File: config.mk
export PLATFORM = sky130hd
export DESIGN_NAME = clkcfg_loader
export DESIGN_NICKNAME = d
export VERILOG_FILES = /design/src/rtl/clkcfg_pkg.sv /design/src/rtl/clkcfg_rst_sync.sv /design/src/rtl/clkcfg_gate.sv /design/src/rtl/clkcfg_stage.sv /design/src/rtl/clkcfg_active.sv /design/src/rtl/clkcfg_loader.sv
export SDC_FILE = /design/constraint.sdc
export NUM_CORES = 1
export LEC_CHECK = 0
export BUFFER_PORTS_ARGS = -buffer_cell sky130_fd_sc_hd__buf_2
export CAP_MARGIN = 10
export CORE_MARGIN = 2
export CORE_UTILIZATION = 50
export DETAILED_ROUTE_END_ITERATION = 6
export PLACE_DENSITY = 0.81
export SYNTH_ARGS = -nofsm -noshare
export SYNTH_HDL_FRONTEND = slang
export SYNTH_HIERARCHICAL = 1
export SYNTH_SLANG_ARGS = --single-unit
File: constraint.sdc
create_clock -name clk -period 4.3 [get_ports clk]
set_input_delay 1.075 -clock clk [delete_from_list [all_inputs] [get_ports clk]]
set_output_delay 1.075 -clock clk [all_outputs]
set_load 0.01 [all_outputs]
File: src/rtl/clkcfg_pkg.sv
package clkcfg_pkg;
  localparam int unsigned DIV_W   = 10;
  localparam int unsigned NUM_DIV = 6;
  localparam int unsigned IDX_W   = $clog2(NUM_DIV);

  typedef enum logic [1:0] {
    MODE_IDLE = 2'b00,
    MODE_RX   = 2'b01,
    MODE_TX   = 2'b10,
    MODE_RSVD = 2'b11
  } op_mode_e;

  typedef logic [NUM_DIV-1:0][DIV_W-1:0] div_bank_t;

  // Built-in divider values for the two standard input frequencies.
  function automatic logic [DIV_W-1:0] dflt_div(input logic sel, input int unsigned idx);
    logic [DIV_W-1:0] v;
    case (idx)
      0:       v = sel ? 10'h018 : 10'h017;
      1:       v = sel ? 10'h088 : 10'h085;
      2:       v = sel ? 10'h040 : 10'h024;
      3:       v = sel ? 10'h200 : 10'h1E0;
      4:       v = 10'h140;
      default: v = 10'h008;
    endcase
    return v;
  endfunction
endpackage

File: src/rtl/clkcfg_rst_sync.sv
module clkcfg_rst_sync #(
  parameter int unsigned STAGES = 2
) (
  input  logic clk,
  input  logic rst_n,
  output logic rst_sync_n
);
  logic [STAGES-1:0] sync_q;

  always_ff @(posedge clk or negedge rst_n) begin
    if (!rst_n) sync_q <= '0;
    else        sync_q <= {sync_q[STAGES-2:0], 1'b1};
  end

  assign rst_sync_n = sync_q[STAGES-1];
endmodule

File: src/rtl/clkcfg_gate.sv
module clkcfg_gate #(
  parameter int unsigned BUSY_CYC = 4
) (
  input  logic clk,
  input  logic rst_n,
  input  logic wr_hit,
  output logic accept,
  output logic ready
);
  localparam int unsigned CNT_W = $clog2(BUSY_CYC + 1);
  localparam logic [CNT_W-1:0] CNT_LOAD = CNT_W'(BUSY_CYC);

  logic [CNT_W-1:0] cnt_q, cnt_d;
  logic             cnt_en;

  assign ready  = (cnt_q == '0);
  assign accept = wr_hit & ready;

  always_comb begin
    cnt_en = accept | (cnt_q != '0);
    cnt_d  = cnt_q;
    if (accept)            cnt_d = CNT_LOAD;
    else if (cnt_q != '0)  cnt_d = cnt_q - 1'b1;
  end

  always_ff @(posedge clk or negedge rst_n) begin
    if (!rst_n)      cnt_q <= '0;
    else if (cnt_en) cnt_q <= cnt_d;
  end
endmodule

File: src/rtl/clkcfg_stage.sv
module clkcfg_stage
  import clkcfg_pkg::*;
(
  input  logic                   clk,
  input  logic                   rst_n,
  input  logic                   accept,
  input  logic [DIV_W-1:0]       word,
  output logic [IDX_W-1:0]       seq_idx,
  output div_bank_t              staged,
  output logic [NUM_DIV-1:0]     staged_vld,
  output logic                   pair_done
);
  localparam logic [IDX_W-1:0] LAST_IDX = IDX_W'(NUM_DIV - 1);
  localparam logic [IDX_W-1:0] PAIR_IDX = IDX_W'(1);

  logic [IDX_W-1:0] seq_q, seq_d;

  always_comb begin
    seq_d = seq_q;
    if (accept) seq_d = (seq_q == LAST_IDX) ? '0 : seq_q + 1'b1;
  end

  always_ff @(posedge clk or negedge rst_n) begin
    if (!rst_n)      seq_q <= '0;
    else if (accept) seq_q <= seq_d;
  end

  assign seq_idx   = seq_q;
  assign pair_done = accept && (seq_q == PAIR_IDX);

  for (genvar g = 0; g < NUM_DIV; g++) begin : g_slot
    logic slot_ld;
    assign slot_ld = accept && (seq_q == IDX_W'(g));

    always_ff @(posedge clk or negedge rst_n) begin
      if (!rst_n) begin
        staged[g]     <= '0;
        staged_vld[g] <= 1'b0;
      end else if (slot_ld) begin
        staged[g]     <= word;
        staged_vld[g] <= 1'b1;
      end
    end
  end
endmodule

File: src/rtl/clkcfg_active.sv
module clkcfg_active
  import clkcfg_pkg::*;
(
  input  logic               clk,
  input  logic               rst_n,
  input  logic               clk_sel,
  input  logic [1:0]         mode_in,
  input  div_bank_t          staged,
  input  logic [NUM_DIV-1:0] staged_vld,
  input  logic [DIV_W-1:0]   word,
  input  logic               pair_done,
  output logic               commit_mode,
  output div_bank_t          active
);
  logic [1:0] mode_q;

  always_ff @(posedge clk or negedge rst_n) begin
    if (!rst_n) mode_q <= MODE_IDLE;
    else        mode_q <= mode_in;
  end

  assign commit_mode = (mode_in != mode_q) &&
                       ((mode_in == MODE_RX) || (mode_in == MODE_TX));

  for (genvar g = 0; g < NUM_DIV; g++) begin : g_div
    logic             ld;
    logic [DIV_W-1:0] ld_val;
    logic             ovr_q;
    logic [DIV_W-1:0] val_q;

    if (g < 2) begin : g_pair
      // Second word of the pair comes straight from the bus in its accept cycle.
      assign ld     = pair_done;
      assign ld_val = (g == 0) ? staged[0] : word;
    end else begin : g_mode
      assign ld     = commit_mode && staged_vld[g];
      assign ld_val = staged[g];
    end

    always_ff @(posedge clk or negedge rst_n) begin
      if (!rst_n) begin
        ovr_q <= 1'b0;
        val_q <= '0;
      end else if (ld) begin
        ovr_q <= 1'b1;
        val_q <= ld_val;
      end
    end

    assign active[g] = ovr_q ? val_q : dflt_div(clk_sel, g);
  end
endmodule

File: src/rtl/clkcfg_loader.sv
module clkcfg_loader
  import clkcfg_pkg::*;
#(
  parameter int unsigned ADDR_W    = 8,
  parameter int unsigned DATA_W    = 16,
  parameter int unsigned BUSY_CYC  = 4,
  parameter logic [7:0]  PROG_ADDR = 8'hC8,
  parameter logic [7:0]  STAT_ADDR = 8'hC6
) (
  input  logic              clk,
  input  logic              rst_n,
  input  logic              clk_sel,
  input  logic              wr_en,
  input  logic [ADDR_W-1:0] wr_addr,
  input  logic [DATA_W-1:0] wr_data,
  input  logic [ADDR_W-1:0] rd_addr,
  output logic [DATA_W-1:0] rd_data,
  input  logic [1:0]        mode_in,
  output logic              prg_ready,
  output logic [DIV_W-1:0]  div_timer,
  output logic [DIV_W-1:0]  div_vco_a,
  output logic [DIV_W-1:0]  div_ref,
  output logic [DIV_W-1:0]  div_pll,
  output logic [DIV_W-1:0]  div_vco_b,
  output logic [DIV_W-1:0]  div_conv
);
  logic               rst_sync_n;
  logic               wr_hit;
  logic               prog_accept;
  logic [IDX_W-1:0]   seq_idx;
  div_bank_t          staged;
  logic [NUM_DIV-1:0] staged_vld;
  logic               pair_done;
  logic               commit_mode;
  div_bank_t          active;
  logic [DIV_W-1:0]   word;
  logic               unused_hi_bits;

  assign word           = wr_data[DIV_W-1:0];
  assign unused_hi_bits = ^wr_data[DATA_W-1:DIV_W];
  assign wr_hit         = wr_en && (wr_addr == ADDR_W'(PROG_ADDR));

  clkcfg_rst_sync #(.STAGES(2)) i_rst_sync (
    .clk        (clk),
    .rst_n      (rst_n),
    .rst_sync_n (rst_sync_n)
  );

  clkcfg_gate #(.BUSY_CYC(BUSY_CYC)) i_gate (
    .clk    (clk),
    .rst_n  (rst_sync_n),
    .wr_hit (wr_hit),
    .accept (prog_accept),
    .ready  (prg_ready)
  );

  clkcfg_stage i_stage (
    .clk        (clk),
    .rst_n      (rst_sync_n),
    .accept     (prog_accept),
    .word       (word),
    .seq_idx    (seq_idx),
    .staged     (staged),
    .staged_vld (staged_vld),
    .pair_done  (pair_done)
  );

  clkcfg_active i_active (
    .clk         (clk),
    .rst_n       (rst_sync_n),
    .clk_sel     (clk_sel),
    .mode_in     (mode_in),
    .staged      (staged),
    .staged_vld  (staged_vld),
    .word        (word),
    .pair_done   (pair_done),
    .commit_mode (commit_mode),
    .active      (active)
  );

  always_comb begin
    rd_data = '0;
    if (rd_addr == ADDR_W'(STAT_ADDR)) rd_data[0] = prg_ready;
  end

  assign div_timer = active[0];
  assign div_vco_a = active[1];
  assign div_ref   = active[2];
  assign div_pll   = active[3];
  assign div_vco_b = active[4];
  assign div_conv  = active[5];
endmodule

==> impl_metrics.csv <==
group,metric,value,unit
worst_setup_path,rr_endpoint,"i_stage/staged[53]",
power,p_int,0.00223,W
die,core_area,11300,µm²
worst_setup_path,critical_path_arrival,1800,ps
cells_and_area,n_antenna_cell,0,
routing,wl_per_cell,17.1,µm
routing,dr_total_vias,3252,
worst_setup_path,critical_path.top_delay_family,"simple AND/OR/NAND/NOR gates",
sta,fin_crit_sh,66.9,%
worst_setup_path,worstReg2RegStart,"i_gate/cnt_q[0]",
grt,grt_pass1_wl,17700,µm
power,clkPwrFrac,49.3,%
placement,dpl_worst_slack,1010,ps
clocking,cts_buffer_depth,2,
worst_setup_path,start_kind,"primary input",
clocking,cts_setup_buffers,0,
yosys,mappedNetlistArea,5780,µm²
clocking,cts_root_buffer,"clkbuf_16",
worst_setup_path,crit_buf_inv,2,
job,max_cap_violations,0,
sta,worst_slew_pin_slew,759,ps
power,switching_share,22.6,%
sta,setup_viol,0,
routing,via_per_inst,5.06,
worst_setup_path,slowest_stage,"nor2_1",
min_path,hold_class,"flop to asynchronous set/reset pin",
yosys,avgSynthCellArea,14.7,µm²
clocking,ctsHoldBuffers,0,
clocking,cts.clk_slew.worst_paths,60,ps
sta,slew_violations,0,
power,irDropWorstVdd,250,µV
sta,whs,347,ps
sta,fin_worst_skew,9.26,ps
die,initial_core_util,51.0,%
sta,final.min_clock_period,2880,ps
cells_and_area,drive_above_1_share,49.2,%
power,p_leak,3.78,nW
sta,fin_setup_tns,0,ps
grt,grt_start_max_net_pins,95,
routing,ant_nets,0,
clocking,cts_buffers,17,
die,io_pins,115,
placement,place_hpwl,7330,µm
worst_setup_path,critPathKind,"primary input to output port",
routing,dr.pass1.iters,4,
power,power_frac_comb,6.3,%
power,pwr-share-seq,44.4,%
worst_setup_path,cp_max_fo,7,
routing,finalWirelength,11000,µm
cells_and_area,nets,528,
clocking,clk_latency,400,ps
yosys,syn_inst,394,
worst_setup_path,reg2reg_slack,1750,ps
worst_setup_path,reg2reg_depth,6,
power,power_density,422,nW/µm²
sta,relSlewSlack,49.2,%
die,die_h,111,µm
sta,fin_ws,1420,ps
sta,rsz0062_at_grt,"false",
worst_setup_path,path_cells,"buf_2 > nor2_1 > a21o_1 > buf_2",
placement,io_buffers,93,
sta,hold_viol_final,0,
worst_setup_path,end_kind,"output port",
routing,drtIter0Drc,170,
cells_and_area,area_growth,18.5,%
sta,max_freq,0.348,GHz
clocking,cts_resized,0,
clocking,htreeDepth,4,
power,power.switching,0.000654,W
placement,gp_congestion,0.714,
clocking,cts_tree,"built",
clocking,cts_sinks,129,
worst_setup_path,max_stage_delay,300,ps
die,die_width,111,µm
grt,grt_use_total,18.7,%
routing,drcViolationCount,0,
grt,grt_pass1_vias,3464,
yosys,yosysWarnings,6,
worst_setup_path,path_common_cell,"buf_2",
worst_setup_path,cp.required,3220,ps
grt,grt.overflow.total,0,
run_status,status,"complete, no violations",
die,row_count,39,
grt,antenna_found_initial,0,
die,dieArea,12400,µm²
==> layout by cell type, fill, tap and decap left out, types with 2 or more instances in the layout <==
master and instances:
clkinv_4 3, mux2i_1 2, clkinvlp_4 4, ha_1 3, mux2_4 46, bufinv_16 3, mux2_2 62, dfrtp_1 128
nor2_1 2, nand2_1 8, buf_2 93, clkbuf_1 3, inv_1 3, nand4b_1 2, clkbuf_16 17, and2_1 42
nand2b_1 15, mux2_1 4, a21o_1 10, nor2b_1 2, nand2_4 4, and4bb_1 2, o21ai_0 4, nand4bb_1 2
or2_2 3, conb_1 16
==> worst register-to-register path, delay by kind of cell (launching register included) <==
family,cells,cell delay (ps)
adder cells (fa/ha/maj),1,240
flip-flops,1,400
buffers and inverters,1,90
AND/OR/NAND/NOR,3,1200
multiplexers,1,510
==> power groups by stage <==
stage / clock network (W) / registers, W / logic [W]
detailed placement: 0 / 0.00131 / 0.000173
global route: 0.00151 / 0.00129 / 0.000201
floorplan: 0 / 0.00130 / 0.000119
CTS: 0.00145 / 0.00129 / 0.000175
global placement: 0 / 0.00131 / 0.000162
finish: 0.00142 / 0.00128 / 0.000182
==> worst max path at each step <==
stage | end | start | depth (start not counted)
CTS | div_pll[6] | clk_sel | 4
detailed placement | i_stage/staged[8] | wr_addr[4] | 6
global route | i_stage/staged[5] | wr_addr[1] | 6
finish | div_vco_a[2] | clk_sel | 4
global placement | i_stage/staged[7] | wr_addr[4] | 6
floorplan | i_active/g_div[0].val_q[0] | i_rst_sync/sync_q[1] | 0
==> layout make-up <==
cell class,count,area (µm²)
fill,867,4480
sequential,129,3230
multi-input combinational,241,2320
timing repair buffer,95,500
clock buffer,20,437
tap,143,179
clock inverter,12,160
inverter,3,11.3
==> layer usage <==
layer | up-vias | part of all wire [%] | GRT usage [%]
li1 | 1503 | - | -
met1 | 1655 | 43 | 23.3
met2 | 80 | 51 | 30.8
met3 | 14 | 3.8 | 4.52
met4 | 0 | 1.9 | 8.81
met5 | - | 0 | 0
==> flip-flops by register name, summed over array words and instances (netlist names) <==
register,count
i_active/g_div.val_q,60
i_stage/staged,50
i_active/g_div.ovr_q,5
i_stage/staged_vld,4
i_gate/cnt_q,3
i_stage/seq_idx,3
i_active/mode_q,2
i_rst_sync/sync_q,2
==> per-stage QoR <==
step,area [µm²],power (W),utilization [%],std cells
CTS,6820,0.00291,60.2,642
global placement,6220,0.00147,54.9,610
global route,6840,0.00299,60.5,643
floorplan,5830,0.00141,-,408
detailed placement,6220,0.00148,54.9,610
finish,6840,0.00289,60.5,643
(Power assumes the default switching activity.)
